File: src/rtl/tmc_pkg.sv
package tmc_pkg;
    localparam int ON_W    = 4;
    localparam int OFF_W   = 6;
    localparam int CNT_W   = OFF_W + 1;
    localparam int NF      = 10;
    localparam int IDX_W   = $clog2(NF);
    localparam int ON_MAX  = (1 << ON_W) - 1;
    localparam int OFF_MAX = (1 << OFF_W) - 1;

    localparam int F_CS_ON    = 0;
    localparam int F_CS_OFF   = 1;
    localparam int F_WR_ON    = 2;
    localparam int F_WR_OFF   = 3;
    localparam int F_RD_ON    = 4;
    localparam int F_RD_OFF   = 5;
    localparam int F_WR_CYC   = 6;
    localparam int F_RD_CYC   = 7;
    localparam int F_ACCESS   = 8;
    localparam int F_CS_PULSE = 9;

    typedef logic [NF-1:0][CNT_W-1:0] tick_vec_t;

    typedef enum logic [1:0] {
        S_IDLE,
        S_LOAD,
        S_RUN,
        S_CHECK
    } seq_state_e;
endpackage

File: src/rtl/tmc_ceil_div.sv
module tmc_ceil_div
    import tmc_pkg::*;
#(
    parameter int TIME_W = 24,
    parameter int STEP_W = 17
) (
    input  logic              clk_i,
    input  logic              rst_ni,
    input  logic              load_i,
    input  logic [TIME_W-1:0] dividend_i,
    input  logic [STEP_W-1:0] step_i,
    output logic              fin_o,
    output logic [CNT_W-1:0]  quo_o
);
    localparam int RW = (TIME_W > STEP_W) ? TIME_W : STEP_W;
    localparam logic [CNT_W-1:0] SAT = CNT_W'(1 << OFF_W);

    typedef struct packed {
        logic [RW-1:0]    res;
        logic [RW-1:0]    step;
        logic [CNT_W-1:0] quo;
    } div_t;

    div_t d, q;

    // finished when the residue is used up or the count saturates at 64
    assign fin_o = (q.res == '0) || (q.quo == SAT);
    assign quo_o = q.quo;

    always_comb begin
        d = q;
        if (load_i) begin
            d.res  = RW'(dividend_i);
            d.step = RW'(step_i);
            d.quo  = '0;
        end else if (!fin_o) begin
            d.res = (q.res > q.step) ? (q.res - q.step) : '0;
            d.quo = q.quo + CNT_W'(1);
        end
    end

    always_ff @(posedge clk_i or negedge rst_ni) begin
        if (!rst_ni) begin
            q <= '0;
        end else begin
            q <= d;
        end
    end
endmodule

File: src/rtl/tmc_repair.sv
module tmc_repair
    import tmc_pkg::*;
(
    input  tick_vec_t   ticks_i,
    output logic        ok_o,
    output logic [31:0] strobe_word_o,
    output logic [31:0] cycle_word_o
);
    localparam int XW = CNT_W + 1;
    localparam logic [XW-1:0] ONL  = XW'(ON_MAX);
    localparam logic [XW-1:0] OFFL = XW'(OFF_MAX);

    logic [XW-1:0] cs_on, cs_off, wr_on, wr_off, rd_on, rd_off;
    logic [XW-1:0] wr_cyc, rd_cyc, acc, cs_pw, edge_max;

    always_comb begin
        cs_on  = XW'(ticks_i[F_CS_ON]);
        wr_on  = XW'(ticks_i[F_WR_ON]);
        rd_on  = XW'(ticks_i[F_RD_ON]);
        cs_pw  = XW'(ticks_i[F_CS_PULSE]);

        wr_off = XW'(ticks_i[F_WR_OFF]);
        if (wr_off <= wr_on) wr_off = wr_on + XW'(1);
        rd_off = XW'(ticks_i[F_RD_OFF]);
        if (rd_off <= rd_on) rd_off = rd_on + XW'(1);

        cs_off = XW'(ticks_i[F_CS_OFF]);
        if (cs_off <= cs_on) cs_off = cs_on + XW'(1);
        edge_max = (wr_off > rd_off) ? wr_off : rd_off;
        if (cs_off < edge_max) cs_off = edge_max;

        acc = XW'(ticks_i[F_ACCESS]);
        if (acc <= rd_on) acc = rd_on + XW'(1);
        wr_cyc = XW'(ticks_i[F_WR_CYC]);
        if (wr_cyc < wr_off) wr_cyc = wr_off;
        rd_cyc = XW'(ticks_i[F_RD_CYC]);
        if (rd_cyc < rd_off) rd_cyc = rd_off;

        ok_o = (cs_on <= ONL) && (wr_on <= ONL) && (rd_on <= ONL)
            && (cs_off <= OFFL) && (wr_off <= OFFL) && (rd_off <= OFFL)
            && (wr_cyc <= OFFL) && (rd_cyc <= OFFL)
            && (acc <= OFFL) && (cs_pw <= OFFL);

        strobe_word_o = {2'b00, rd_off[OFF_W-1:0], rd_on[ON_W-1:0],
                         wr_off[OFF_W-1:0], wr_on[ON_W-1:0],
                         cs_off[OFF_W-1:0], cs_on[ON_W-1:0]};
        cycle_word_o  = {4'b0000, acc[OFF_W-1:0], 4'b0000, cs_pw[OFF_W-1:0],
                         rd_cyc[OFF_W-1:0], wr_cyc[OFF_W-1:0]};
    end
endmodule

File: src/rtl/tmc_seq.sv
module tmc_seq
    import tmc_pkg::*;
#(
    parameter int TIME_W = 24,
    parameter int PER_W  = 16
) (
    input  logic                         clk_i,
    input  logic                         rst_ni,
    input  logic                         start_i,
    input  logic [PER_W-1:0]             period_i,
    input  logic [NF-1:0][TIME_W-1:0]    times_i,
    input  logic                         fin_i,
    input  logic [CNT_W-1:0]             quo_i,
    input  logic                         ok_i,
    input  logic [31:0]                  strobe_i,
    input  logic [31:0]                  cycle_i,
    output logic                         load_o,
    output logic [TIME_W-1:0]            dividend_o,
    output logic [PER_W:0]               step_o,
    output tick_vec_t                    ticks_o,
    output logic [31:0]                  strobe_word_o,
    output logic [31:0]                  cycle_word_o,
    output logic                         half_rate_o,
    output logic                         done_o,
    output logic                         err_o
);
    localparam logic [IDX_W-1:0] LAST = IDX_W'(NF - 1);

    typedef struct packed {
        seq_state_e       state;
        logic [IDX_W-1:0] idx;
        logic             div2;
        tick_vec_t        ticks;
        logic [31:0]      strobe;
        logic [31:0]      cycle;
        logic             half;
        logic             done;
        logic             err;
    } seq_t;

    seq_t d, q;

    assign dividend_o    = times_i[q.idx];
    assign step_o        = q.div2 ? {period_i, 1'b0} : {1'b0, period_i};
    assign ticks_o       = q.ticks;
    assign strobe_word_o = q.strobe;
    assign cycle_word_o  = q.cycle;
    assign half_rate_o   = q.half;
    assign done_o        = q.done;
    assign err_o         = q.err;

    always_comb begin
        d      = q;
        d.done = 1'b0;
        d.err  = 1'b0;
        load_o = 1'b0;
        unique case (q.state)
            S_IDLE: begin
                if (start_i) begin
                    if (period_i == '0) begin
                        d.done = 1'b1;
                        d.err  = 1'b1;
                    end else begin
                        d.div2  = 1'b0;
                        d.idx   = '0;
                        d.state = S_LOAD;
                    end
                end
            end
            S_LOAD: begin
                load_o  = 1'b1;
                d.state = S_RUN;
            end
            S_RUN: begin
                if (fin_i) begin
                    d.ticks[q.idx] = quo_i;
                    if (q.idx == LAST) begin
                        d.state = S_CHECK;
                    end else begin
                        d.idx   = q.idx + IDX_W'(1);
                        d.state = S_LOAD;
                    end
                end
            end
            S_CHECK: begin
                if (ok_i) begin
                    d.strobe = strobe_i;
                    d.cycle  = cycle_i;
                    d.half   = q.div2;
                    d.done   = 1'b1;
                    d.state  = S_IDLE;
                end else if (!q.div2) begin
                    d.div2  = 1'b1;
                    d.idx   = '0;
                    d.state = S_LOAD;
                end else begin
                    d.done  = 1'b1;
                    d.err   = 1'b1;
                    d.state = S_IDLE;
                end
            end
            default: d.state = S_IDLE;
        endcase
    end

    always_ff @(posedge clk_i or negedge rst_ni) begin
        if (!rst_ni) begin
            q       <= '0;
            q.state <= S_IDLE;
        end else begin
            q <= d;
        end
    end
endmodule

File: src/rtl/tmc_tick_converter.sv
module tmc_tick_converter
    import tmc_pkg::*;
#(
    parameter int TIME_W = 24,
    parameter int PER_W  = 16
) (
    input  logic              clk_i,
    input  logic              rst_ni,
    input  logic              start_i,
    input  logic [PER_W-1:0]  period_ps_i,
    input  logic [TIME_W-1:0] cs_on_ps_i,
    input  logic [TIME_W-1:0] cs_off_ps_i,
    input  logic [TIME_W-1:0] wr_on_ps_i,
    input  logic [TIME_W-1:0] wr_off_ps_i,
    input  logic [TIME_W-1:0] rd_on_ps_i,
    input  logic [TIME_W-1:0] rd_off_ps_i,
    input  logic [TIME_W-1:0] wr_cycle_ps_i,
    input  logic [TIME_W-1:0] rd_cycle_ps_i,
    input  logic [TIME_W-1:0] rd_access_ps_i,
    input  logic [TIME_W-1:0] cs_pulse_ps_i,
    output logic [31:0]       strobe_word_o,
    output logic [31:0]       cycle_word_o,
    output logic              half_rate_o,
    output logic              done_o,
    output logic              err_o
);
    logic [NF-1:0][TIME_W-1:0] times;
    logic                      load, fin, ok;
    logic [TIME_W-1:0]         dividend;
    logic [PER_W:0]            step;
    logic [CNT_W-1:0]          quo;
    tick_vec_t                 ticks;
    logic [31:0]               rep_strobe, rep_cycle;

    always_comb begin
        times[F_CS_ON]    = cs_on_ps_i;
        times[F_CS_OFF]   = cs_off_ps_i;
        times[F_WR_ON]    = wr_on_ps_i;
        times[F_WR_OFF]   = wr_off_ps_i;
        times[F_RD_ON]    = rd_on_ps_i;
        times[F_RD_OFF]   = rd_off_ps_i;
        times[F_WR_CYC]   = wr_cycle_ps_i;
        times[F_RD_CYC]   = rd_cycle_ps_i;
        times[F_ACCESS]   = rd_access_ps_i;
        times[F_CS_PULSE] = cs_pulse_ps_i;
    end

    tmc_seq #(.TIME_W(TIME_W), .PER_W(PER_W)) u_seq (
        .clk_i         (clk_i),
        .rst_ni        (rst_ni),
        .start_i       (start_i),
        .period_i      (period_ps_i),
        .times_i       (times),
        .fin_i         (fin),
        .quo_i         (quo),
        .ok_i          (ok),
        .strobe_i      (rep_strobe),
        .cycle_i       (rep_cycle),
        .load_o        (load),
        .dividend_o    (dividend),
        .step_o        (step),
        .ticks_o       (ticks),
        .strobe_word_o (strobe_word_o),
        .cycle_word_o  (cycle_word_o),
        .half_rate_o   (half_rate_o),
        .done_o        (done_o),
        .err_o         (err_o)
    );

    tmc_ceil_div #(.TIME_W(TIME_W), .STEP_W(PER_W + 1)) u_div (
        .clk_i      (clk_i),
        .rst_ni     (rst_ni),
        .load_i     (load),
        .dividend_i (dividend),
        .step_i     (step),
        .fin_o      (fin),
        .quo_o      (quo)
    );

    tmc_repair u_rep (
        .ticks_i       (ticks),
        .ok_o          (ok),
        .strobe_word_o (rep_strobe),
        .cycle_word_o  (rep_cycle)
    );
endmodule

File: config.mk
export PLATFORM = sky130hd
export DESIGN_NAME = tmc_tick_converter
export DESIGN_NICKNAME = d
export VERILOG_FILES = /design/src/rtl/tmc_pkg.sv /design/src/rtl/tmc_ceil_div.sv /design/src/rtl/tmc_repair.sv /design/src/rtl/tmc_seq.sv /design/src/rtl/tmc_tick_converter.sv
export SDC_FILE = /design/constraint.sdc
export NUM_CORES = 1
export LEC_CHECK = 0
export ABC_AREA = 0
export BUFFER_PORTS_ARGS = -buffer_cell sky130_fd_sc_hd__buf_2
export CORE_MARGIN = 3
export CORE_UTILIZATION = 25
export DETAILED_ROUTE_END_ITERATION = 10
export SLEW_MARGIN = 20
export SYNTH_ARGS = -nofsm -noshare
export SYNTH_HDL_FRONTEND = slang
export SYNTH_SLANG_ARGS = --single-unit
export TNS_END_PERCENT = 5
File: constraint.sdc
create_clock -name clk_i -period 17.1 [get_ports clk_i]
set_input_delay 2.565 -clock clk_i [delete_from_list [all_inputs] [get_ports clk_i]]
set_output_delay 2.565 -clock clk_i [all_outputs]
set_load 0.02 [all_outputs]
==> results of run 1 <==
==> sequential cells by signal, summed over array words and instances (netlist names) <==
signal and count:
u_div.quo_o 7, u_div.q 41, u_seq.err_o 1, u_seq.done_o 1, u_seq.ticks_o 70, u_seq.half_rate_o 1, u_seq.strobe_word_o 30, u_seq.cycle_word_o 24
u_seq.q 7
==> area by class of cell <==
class | count | area share [%]
Tap cell | 672 | 5.422
Antenna cell | 5 | 0.08068
Timing Repair Buffer | 326 | 10.74
Clock inverter | 14 | 1.291
Clock buffer | 18 | 2.832
Sequential cell | 182 | 29.42
Multi-Input combinational cell | 944 | 48.43
Inverter | 74 | 1.791
==> Yosys cell counts, types with 17 or more instances <==
| cell type | n |
|---|---|
| sky130_fd_sc_hd__nand3_1 | 29 |
| sky130_fd_sc_hd__mux2i_1 | 89 |
| sky130_fd_sc_hd__nor2_1 | 72 |
| sky130_fd_sc_hd__buf_1 | 17 |
| sky130_fd_sc_hd__o22ai_1 | 24 |
| sky130_fd_sc_hd__mux2_2 | 60 |
| sky130_fd_sc_hd__buf_4 | 64 |
| sky130_fd_sc_hd__nand2_1 | 134 |
| sky130_fd_sc_hd__xnor2_1 | 22 |
| sky130_fd_sc_hd__o21ai_0 | 71 |
| sky130_fd_sc_hd__a21oi_1 | 62 |
| sky130_fd_sc_hd__o21ai_1 | 35 |
| sky130_fd_sc_hd__dfrtp_1 | 182 |
| sky130_fd_sc_hd__nor3_1 | 18 |
| sky130_fd_sc_hd__mux4_2 | 48 |
| sky130_fd_sc_hd__ha_1 | 83 |
| sky130_fd_sc_hd__clkbuf_1 | 33 |
| sky130_fd_sc_hd__inv_1 | 72 |
==> power by group <==
group	leakage [uW]	switching, uW	internal (uW)
combinational	0.00439	491	367
clock	0.000312	201	230
sequential	0.00242	79.8	500
total	0.00712	771	1100
==> through the flow <==
stage | util [%] | instances | power (uW) | area [sq um] | worst slack (ps)
after detailed placement | 29.23 | 2198 | 1448 | 14840 | 10490
after global routing | 30.53 | 2234 | 2002 | 15510 | 9911
final | 30.54 | 2235 | 1867 | 15510 | 10410
after CTS | 30.49 | 2230 | 1884 | 15480 | 10500
after floorplan | - | 1323 | 1215 | 13040 | 11230
after global placement | 29.23 | 2198 | 1432 | 14840 | 10650
==> final timing paths <==
check	to	slack (ps)	depth (start not counted)
setup reg to reg	u_seq.strobe_word_o[5]	10410	28
hold / removal	u_seq.cycle_word_o[4]	480	2
hold reg to reg	u_seq.cycle_word_o[4]	480	2
max in group asynchronous	u_seq.q[138]	12910	3
setup / recovery	u_seq.strobe_word_o[5]	10410	28
min in group asynchronous	u_seq.strobe_word_o[20]	2120	1
==> logic make-up (layout without fill, tap and decap cells) <==
logic type	after synthesis	in the layout	synth area share (%)
AO/OA/AOI/OAI	292	292	14.37
XOR/XNOR	35	35	2.356
adder cells (fa/ha/maj)	84	84	8.136
buffers and inverters	197	432	7.713
flip-flops	182	182	35.01
multiplexers	205	205	21.27
other	1	15	0.02882
AND/OR/NAND/NOR	318	318	11.12
==> worst reg2reg max path: cells and delay by family, from the launching register on <==
kind,cells,cell delay (ps)
mux,2,950
fa+ha+maj,3,940
compound gates,14,3030
flops,1,410
buf+inv,3,490
simple gates,6,770
==> per-layer routing <==
metal / GRT usage (%) / part of all wire, % / up-vias
met5: 0 / 0.029 / -
met4: 5.777 / 3.2 / 2
met3: 2.758 / 4.4 / 48
met2: 29.97 / 53 / 345
met1: 18.61 / 39 / 5291
li1: - / - / 5200
==> key figures, run 1 <==
Run status
  – Result of the run: finished, final reports clean

Clock tree
  – Maximum root-to-sink buffer count: 2
  – CTS tree: done
  – Depth of the CTS H-tree: 4
  – Number of buffers added for setup after CTS: 0
  – Post-cts gate resize count: 0
  – Worst-skew pair later-pin latency: 460 ps
  – Clk slew on worst S/H paths: 80 ps
  – Num Clock Sinks: 182
  – Cts-stage hold buffer count: 0
  – Number of buffers inserted during clock tree synthesis: 17
  – Root Driver: sky130_fd_sc_hd__clkbuf_16

Global route
  – Antenna violations before repair: 5
  – Grt total ovfl: 0
  – Via count of the first global-routing pass: 11,310
  – Global-route wire length before repair: 66,610 um
  – Overall Global Routing Usage: 16.17%
  – Pin count of the biggest net entering global routing: 83

STA
  – Setup repair after global routing missed its margin: no
  – Max Clock Freq: 149.4 MHz
  – Worst-Margin Slew: 917.8 ps
  – Worst clock skew: 11.69 ps
  – Setup TNS: 0 ps
  – Final setup violation count: 0
  – Final hold violation count: 0
  – Min Hold Slack: 480.6 ps
  – Final period utilization: 39.15%
  – Post-layout min period: 6695 ps
  – Max Transition Viols Final: 0
  – Worst rel slew slack: 38.67%

Yosys
  – Share of flip-flops with an asynchronous set or reset after synthesis: 100.0%
  – Count of synthesis-stage warnings from yosys: 0
  – Largest cells by area after synthesis: sky130_fd_sc_hd__dfrtp_1 (35%), sky130_fd_sc_hd__mux4_2 (8.3%), sky130_fd_sc_hd__ha_1 (8.0%)
  – Mean area per synthesized cell: 9.901 sq um
  – Library cells used by synthesis: 76
  – Most used flip-flop cell after synthesis: sky130_fd_sc_hd__dfrtp_1
  – Yosys top cell by area: sky130_fd_sc_hd__dfrtp_1
  – Share of the synthesized area in the top cell type: 35.01%
  – Number of synthesized register bits: 182
  – Register area share after synthesis: 35.01%
  – Post-synth EDFFs: 0
  – Syn Inst Count: 1,314
  – Post-Synthesis Cell Area: 13,010 sq um

Placement
  – Gpl congestion: 0.9214
  – Input/output buffers: 315
  – Half-perimeter wire length after placement: 35,280 um

Routing
  – Antenna Violating Nets Remaining: 0
  – Remaining routing DRC violations: 0
  – Final WL: 44,220 um
  – First-pass detailed-route iteration total: 5
  – Initial detailed-routing violation count: 594
  – DR WL/cell: 19.79 um
  – Vias per std cell: 4.871
  – Total number of vias: 10,890

Floorplan
  – Overall die height: 234.1 um
  – Starting density of the core: 25.62%
  – Boundary Pins: 326
  – Die area: 54,810 sq um
  – X dimension of the die: 234.1 um
  – Core Rows: 82
  – Placeable core area: 50,790 sq um

Final layout
  – Net count, final: 1,888
  – Layout area overhead: 19.21%
  – Register area: 4562 sq um
  – Commonest cells after routing, fill and taps aside: sky130_fd_sc_hd__buf_2 (314), sky130_fd_sc_hd__dfrtp_1 (178), sky130_fd_sc_hd__nand2_1 (134)
  – Share of cells above drive strength 1: 32.35%
  – Most common library cell in the layout ignoring fill and taps: sky130_fd_sc_hd__buf_2
  – Filler cells: 5,339
  – Multi-input logic area: 7511 sq um

Job
  – Max-cap viol count: 0

Power
  – P per Cell Area: 120.4 nW/um^2
  – Leak: 0.007123 uW
  – Max VDD drop: 0.00009165 V

Critical path
  – CP Data Arrival Time: 7040 ps
  – Worst flop-to-flop path startpoint: u_seq.ticks_o[20]
  – Crit path from: u_seq.ticks_o[20]
  – Critical-path top delay cell: sky130_fd_sc_hd__o21ai_1
  – Number of buffers and inverters on the critical path: 3
  – Maximum fanout count along the critical path: 73
  – Required arrival time at the worst endpoint: 17,440 ps
  – Critical path launch point type: flip-flop
  – Category of the worst setup path capture point: flip-flop
  – Most common cell type on the critical path: sky130_fd_sc_hd__a21o_1
  – CP max stage delay: 680 ps
  – CP top delay family: compound AO/OA/AOI/OAI gates
  – Category of the most critical setup path: reg2reg

Min path
  – Origin of the worst min-delay path: u_seq.cycle_word_o[4]
  – Class of the tightest hold or removal check: reg2reg
Power figures use the tool's default switching activity.
==> run 2, diff against run 1 <==
Clock period 17.1 ns to 5.4 ns, I/O delays scaled along.
==> run 2 against run 1 <==
Against the previous run: the flow now finishes with violations (negative setup slack); register-to-register slack lost 10000 ps; hold slack got worse by 60 ps; core utilization grew 1.5 points; largest power group unchanged.
==> key figures, run 2 (synthesis gave the netlist of run 1 again) <==
Critical path
  – Required arrival time at the worst endpoint: 5780 ps (-11,660 ps)
  – Category of the most critical setup path: reg2reg
  – CP max stage delay: 460 ps (-220 ps)
  – Critical path launch point type: flip-flop
  – CP Data Arrival Time: 5830 ps (-1210 ps)
  – Critical-path top delay cell: sky130_fd_sc_hd__or4_4
  – Internal reg-to-reg setup slack: -50 ps (-10,460 ps)
  – Category of the worst setup path capture point: flip-flop
  – Maximum fanout count along the critical path: 10 (-86%)

Routing
  – Antenna Violating Nets Remaining: 0 (unchanged)
  – Vias per std cell: 4.850 (-0.41%)
  – DR WL/cell: 19.21 um (-2.9%)
  – Final WL: 44,200 um (about the same)
  – First-pass detailed-route iteration total: 5 (unchanged)
  – Initial detailed-routing violation count: 612 (+3.0%)
  – Remaining routing DRC violations: 0 (unchanged)
  – Total number of vias: 11,160 (+2.5%)

Clock tree
  – Worst-skew pair later-pin latency: 460 ps (about the same)
  – Number of buffers inserted during clock tree synthesis: 17 (unchanged)
  – Cts-stage hold buffer count: 0 (unchanged)
  – Root Driver: sky130_fd_sc_hd__clkbuf_16
  – Num Clock Sinks: 182 (unchanged)
  – Maximum root-to-sink buffer count: 2 (unchanged)
  – Depth of the CTS H-tree: 4 (unchanged)
  – CTS tree: done
  – Clk slew on worst S/H paths: 80 ps (about the same)

Global route
  – Via count of the first global-routing pass: 11,640 (+2.9%)
  – Overall Global Routing Usage: 16.08% (-0.088 points)
  – Antenna violations before repair: 4 (-1)
  – Global-route wire length before repair: 67,010 um (+0.61%)
  – Pin count of the biggest net entering global routing: 87 (+4.8%)
  – Grt total ovfl: 0 (unchanged)

Final layout
  – Commonest cells after routing, fill and taps aside: sky130_fd_sc_hd__buf_2 (314), sky130_fd_sc_hd__dfrtp_1 (178), sky130_fd_sc_hd__nand2_1 (132)
  – Net count, final: 1,958 (+3.7%)
  – Filler cells: 5,219 (-2.2%)
  – Number of cells in the finished layout apart from fillers: 2,301 (+3.0%)
  – Flip-flop count of the largest register, all copies and words added: 70 (unchanged)
  – Layout area overhead: 25.25%
  – Most common library cell in the layout ignoring fill and taps: sky130_fd_sc_hd__buf_2
  – Share of cells above drive strength 1: 37.10% (+4.8 points)
  – Post-route standard cell area excluding fillers: 16,300 sq um (+5.1%)

Run status
  – Result of the run: finished, violations left
  – Failing checks: negative setup slack

Placement
  – Cell area after placement: 15,370 sq um (+3.5%)
  – Input/output buffers: 315 (unchanged)
  – Worst-case setup slack after placement: -207.3 ps (-10,690 ps)
  – Half-perimeter wire length after placement: 34,750 um (-1.5%)
  – Total instance count after detailed placement: 2,252 (+2.5%)
  – Gpl congestion: 0.9401 (+2.0%)

Floorplan
  – X dimension of the die: 234.1 um (unchanged)
  – Boundary Pins: 326 (unchanged)
  – Overall die height: 234.1 um (unchanged)
  – Core Rows: 82 (unchanged)
  – Die area: 54,810 sq um (unchanged)
  – Placeable core area: 50,790 sq um (unchanged)
  – Starting density of the core: 25.62% (unchanged)

Min path
  – Class of the tightest hold or removal check: in2async

STA
  – Worst rel slew slack: 30.22% (-8.4 points)
  – Worst clock skew: 17.99 ps (+6.298 ps)
  – Max Transition Viols Final: 0 (unchanged)
  – Setup TNS: -708.2 ps (-708.2 ps)
  – Worst-Margin Slew: 1047 ps (+128.9 ps)
  – Min Hold Slack: 420.3 ps (-60.27 ps)
  – Final setup violation count: 32 (+32)
  – Post-layout min period: 5452 ps (-1243 ps)
  – Final hold violation count: 0 (unchanged)
  – Max Clock Freq: 183.4 MHz (+23%)
  – Worst path setup slack after routing: -52.19 ps (-10,460 ps)
  – Final period utilization: 101.0% (+62 points)
  – Setup repair after global routing missed its margin: yes

Power
  – P per Cell Area: 373.3 nW/um^2 (+210%)
  – Leak: 0.007560 uW (+6.1%)
  – Max VDD drop: 0.0002792 V (+200%)

Job
  – Max-cap viol count: 0 (unchanged)
-- run 2: cell count changes in the layout (fill, tap and decap cells not counted), moves of 5 or more --
| cell | delta |
|---|---|
| sky130_fd_sc_hd__buf_4 | +60 |
| sky130_fd_sc_hd__o21ai_0 | -7 |
| sky130_fd_sc_hd__inv_1 | -5 |
| sky130_fd_sc_hd__inv_2 | +5 |
-- run 2: worst paths after layout --
kind / startpoint / end / cells after the start
setup / recovery: u_seq.ticks_o[32] / u_seq.strobe_word_o[9] / 27
hold / removal: rst_ni / u_seq.strobe_word_o[23] / 1
setup reg to reg: u_seq.ticks_o[32] / u_seq.strobe_word_o[9] / 27
hold reg to reg: u_seq.cycle_word_o[3] / u_seq.cycle_word_o[3] / 2
max in group asynchronous: rst_ni / u_seq.strobe_word_o[2] / 2
min in group clk_i: u_seq.cycle_word_o[3] / u_seq.cycle_word_o[3] / 2
-- run 2: layer usage --
metal	global-route usage (%)	wire length (um)
met5	0	21
met4	4.648	1064
met3	2.758	1897
met2	29.93	23290
met1	18.83	17930
-- run 2: where the power goes --
| group | internal (uW) | switching, uW |
|---|---|---|
| Combinational | 1290 | 1630 |
| Sequential | 1580 | 238 |
| Clock | 718 | 625 |
| Total | 3590 | 2490 |
-- run 2: layout make-up --
class                   count  area, sq um  share of cell area, %
diodes                      1        2.502                0.01536
clock buffers              18        439.2                  2.695
clock inverters            14        182.7                  1.121
inverters                  74        277.8                  1.705
multi-input cells         944         7671                  47.07
flip-flops and latches    182         4562                  27.99
well taps                 672        840.8                  5.160
repair buffers            396         2320                  14.24
-- run 2: per-stage QoR --
stage               power [uW]  utilization [%]
floorplan                 3850                -
global placement          4610            30.26
detailed placement        4665            30.26
CTS                       6078            31.78
global route              6496            32.08
finish                    6083            32.09
-- run 2: critical path: cells and delay by family, from the launching register on --
family          cells  cell delay, ps
mux                 1             240
fa+ha+maj           3             680
buf+inv             4             630
flops               1             400
compound gates     11            1950
simple gates        8            1470
-- run 2: timing repair --
| action | 4_1_cts | 5_1_grt |
|---|---|---|
| hold endpoints to repair | 0 | 0 |
| pin swaps | 8 | 11 |
| cloned | 1 | 3 |
| endpoints found under the setup margin | 61 | 63 |
| setup buffers | 7 | 5 |
| resized for setup | 14 | 14 |
==> run 3, diff against run 2 <==
Settings changed: CORE_UTILIZATION 25 to 50, PLACE_DENSITY set to 0.79.
==> run 3 against run 2 <==
Against the previous run: the flow still finishes with violations (negative setup slack); wire length grew 4.7%; sequential cell count stayed put; power increased by 1.0%; cell area shrank 1.6%; die area is 49% lower; via count up 6.0%; clock skew decreased by 2.0 ps; first-iteration DRC count rose by 52%; clock power about the same; critical endpoint is now u_seq.strobe_word_o[5].
==> key figures, run 3 (synthesis gave the netlist of run 1 again) <==
STA
  – Worst-Margin Slew: 1058 ps (+11.56 ps)
  – Final setup violation count: 58 (+81%)
  – Max Clock Freq: 179.0 MHz (-2.4%)
  – Post-layout min period: 5588 ps (+135.9 ps)
  – Min Hold Slack: 435.0 ps (+14.70 ps)
  – Max Transition Viols Final: 0 (unchanged)
  – Worst path setup slack after routing: -188.1 ps (-135.9 ps)
  – Final hold violation count: 0 (unchanged)
  – Worst clock skew: 15.97 ps (-2.015 ps)
  – Final period utilization: 103.5% (+2.5 points)
  – Worst rel slew slack: 29.45% (-0.77 points)
  – Setup repair after global routing missed its margin: yes

Clock tree
  – Worst-skew pair later-pin latency: 450 ps (about the same)
  – CTS tree: done
  – Num Clock Sinks: 182 (unchanged)
  – Maximum root-to-sink buffer count: 2 (unchanged)
  – Clk slew on worst S/H paths: 90 ps (about the same)
  – Cts-stage hold buffer count: 0 (unchanged)
  – Root Driver: sky130_fd_sc_hd__clkbuf_16
  – Number of buffers inserted during clock tree synthesis: 17 (unchanged)
  – Depth of the CTS H-tree: 4 (unchanged)

Critical path
  – Critical path launch point type: flip-flop
  – Worst Reg-to-Reg Cells: 28 (+3.7%)
  – Reg2Reg Capture Point: u_seq.strobe_word_o[5]
  – CP Data Arrival Time: 5920 ps (+90 ps)
  – CP max stage delay: 560 ps (+100 ps)
  – Critical-path top delay cell: sky130_fd_sc_hd__o311ai_4
  – Maximum fanout count along the critical path: 7 (-3)
  – Crit path from: u_seq.ticks_o[16]
  – Internal reg-to-reg setup slack: -190 ps (-140 ps)
  – Required arrival time at the worst endpoint: 5730 ps (-50 ps)
  – Category of the most critical setup path: reg2reg
  – Category of the worst setup path capture point: flip-flop
  – Worst flop-to-flop path startpoint: u_seq.ticks_o[16]

Routing
  – DR WL/cell: 23.62 um (+23%)
  – First-pass detailed-route iteration total: 5 (unchanged)
  – Antenna Violating Nets Remaining: 0 (unchanged)
  – Vias per std cell: 6.039 (+24%)
  – Final WL: 46,290 um (+4.7%)
  – Remaining routing DRC violations: 0 (unchanged)
  – Initial detailed-routing violation count: 930 (+52%)
  – Total number of vias: 11,840 (+6.0%)

Job
  – Max-cap viol count: 0 (unchanged)

Final layout
  – Most common library cell in the layout ignoring fill and taps: sky130_fd_sc_hd__buf_2
  – Finished Core Util: 63.11% (+31 points)
  – Flip-flop count of the largest register, all copies and words added: 70 (unchanged)
  – Layout area overhead: 23.22%
  – Commonest cells after routing, fill and taps aside: sky130_fd_sc_hd__buf_2 (315), sky130_fd_sc_hd__dfrtp_1 (179), sky130_fd_sc_hd__nand2_1 (123)
  – Share of cells above drive strength 1: 38.99% (+1.9 points)
  – Net count, final: 1,956 (-0.10%)

Floorplan
  – Starting density of the core: 51.22% (+26 points)
  – Overall die height: 167.3 um (-29%)
  – Boundary Pins: 326 (unchanged)
  – Die area: 27,990 sq um (-49%)
  – Placeable core area: 25,400 sq um (-50%)
  – Core Rows: 58 (-29%)
  – X dimension of the die: 167.3 um (-29%)

Placement
  – Gpl congestion: 1.023 (+8.8%)
  – Half-perimeter wire length after placement: 34,880 um (+0.39%)
  – Input/output buffers: 315 (unchanged)

Power
  – Leak: 0.007589 uW (+0.38%)
  – Max VDD drop: 0.0003283 V (+18%)
  – P per Cell Area: 383.3 nW/um^2 (+2.7%)

Run status
  – Result of the run: finished, violations left
  – Failing checks: negative setup slack

Global route
  – Pin count of the biggest net entering global routing: 95 (+9.2%)
  – Via count of the first global-routing pass: 11,510 (-1.1%)
  – Overall Global Routing Usage: 30.74% (+15 points)
  – Grt total ovfl: 0 (unchanged)
  – Antenna violations before repair: 12 (+8)
  – Global-route wire length before repair: 66,780 um (-0.35%)

Min path
  – Class of the tightest hold or removal check: in2async
## run 3: cell count changes in the layout (fill, tap and decap cells not counted), moves of 5 or more
| cell | delta |
|---|---|
| sky130_fd_sc_hd__a21oi_1 | -5 |
| sky130_fd_sc_hd__buf_4 | -12 |
| sky130_fd_sc_hd__nand2_2 | +7 |
| sky130_fd_sc_hd__a21oi_2 | +5 |
| sky130_fd_sc_hd__o21ai_0 | -10 |
| sky130_fd_sc_hd__o21ai_2 | +9 |
| sky130_fd_sc_hd__nand2_1 | -9 |
| sky130_fd_sc_hd__buf_6 | +8 |
## run 3: layer usage
| layer | wire length [um] | track usage, % | vias to the layer above |
|---|---|---|---|
| met5 | 92 | 0 | - |
| met4 | 2167 | 12.42 | 14 |
| met3 | 3527 | 6.799 | 122 |
| met2 | 22260 | 50.21 | 618 |
| met1 | 18250 | 39.95 | 5756 |
| li1 | - | - | 5326 |
## run 3: cell type report
type	instances	area, sq um
well taps	330	412.9
clock buffers	17	425.4
clock inverters	15	205.2
multi-input cells	944	7799
inverters	74	277.8
diodes	4	10.01
flip-flops and latches	182	4561
repair buffers	394	2340
fillers	2062	9369
## run 3: metrics by stage
| stage | cells | setup WS (ps) | power, uW | TNS (ps) | cell area [sq um] |
|---|---|---|---|---|---|
| after global placement | 1898 | 31.42 | 4540 | 0 | 14850 |
| final | 1960 | -188.1 | 6145 | -7344 | 16030 |
| after global routing | 1959 | -327.1 | 6494 | -17530 | 16030 |
| after CTS | 1930 | -9.666 | 5959 | -14.32 | 15500 |
| after detailed placement | 1898 | -83.34 | 4629 | -330.9 | 14850 |
| after floorplan | 1323 | 1.419 | 3850 | 0 | 13140 |
## run 3: timing repair
item	4_1_cts	5_1_grt
cloned	0	7
buffers inserted	0	19
endpoints found under the setup margin	42	63
pin swaps	1	31
gates resized for setup	5	78
## run 3: how the worst max path moves through the flow
stage,depth (start not counted),endpoint
2_1_floorplan,28,u_seq.cycle_word_o[13]
3_3_place_gp,24,u_seq.err_o
3_5_place_dp,29,u_seq.q[142]
4_1_cts,28,u_seq.cycle_word_o[23]
5_1_grt,27,u_seq.cycle_word_o[15]
6_report,28,u_seq.strobe_word_o[5]
## run 3: power by group
group | total (uW) | internal (uW) | switching (uW)
sequential | 1890 | 1580 | 311
clock | 1330 | 676 | 656
combinational | 2920 | 1300 | 1620
## run 3: critical path: cells and delay by family (launching register included)
| kind | cells | cell delay, ps |
|---|---|---|
| multiplexers | 3 | 790 |
| adder cells (fa/ha/maj) | 3 | 730 |
| AO/OA/AOI/OAI | 11 | 1790 |
| buffers and inverters | 6 | 940 |
| AND/OR/NAND/NOR | 5 | 820 |
| flip-flops | 1 | 400 |
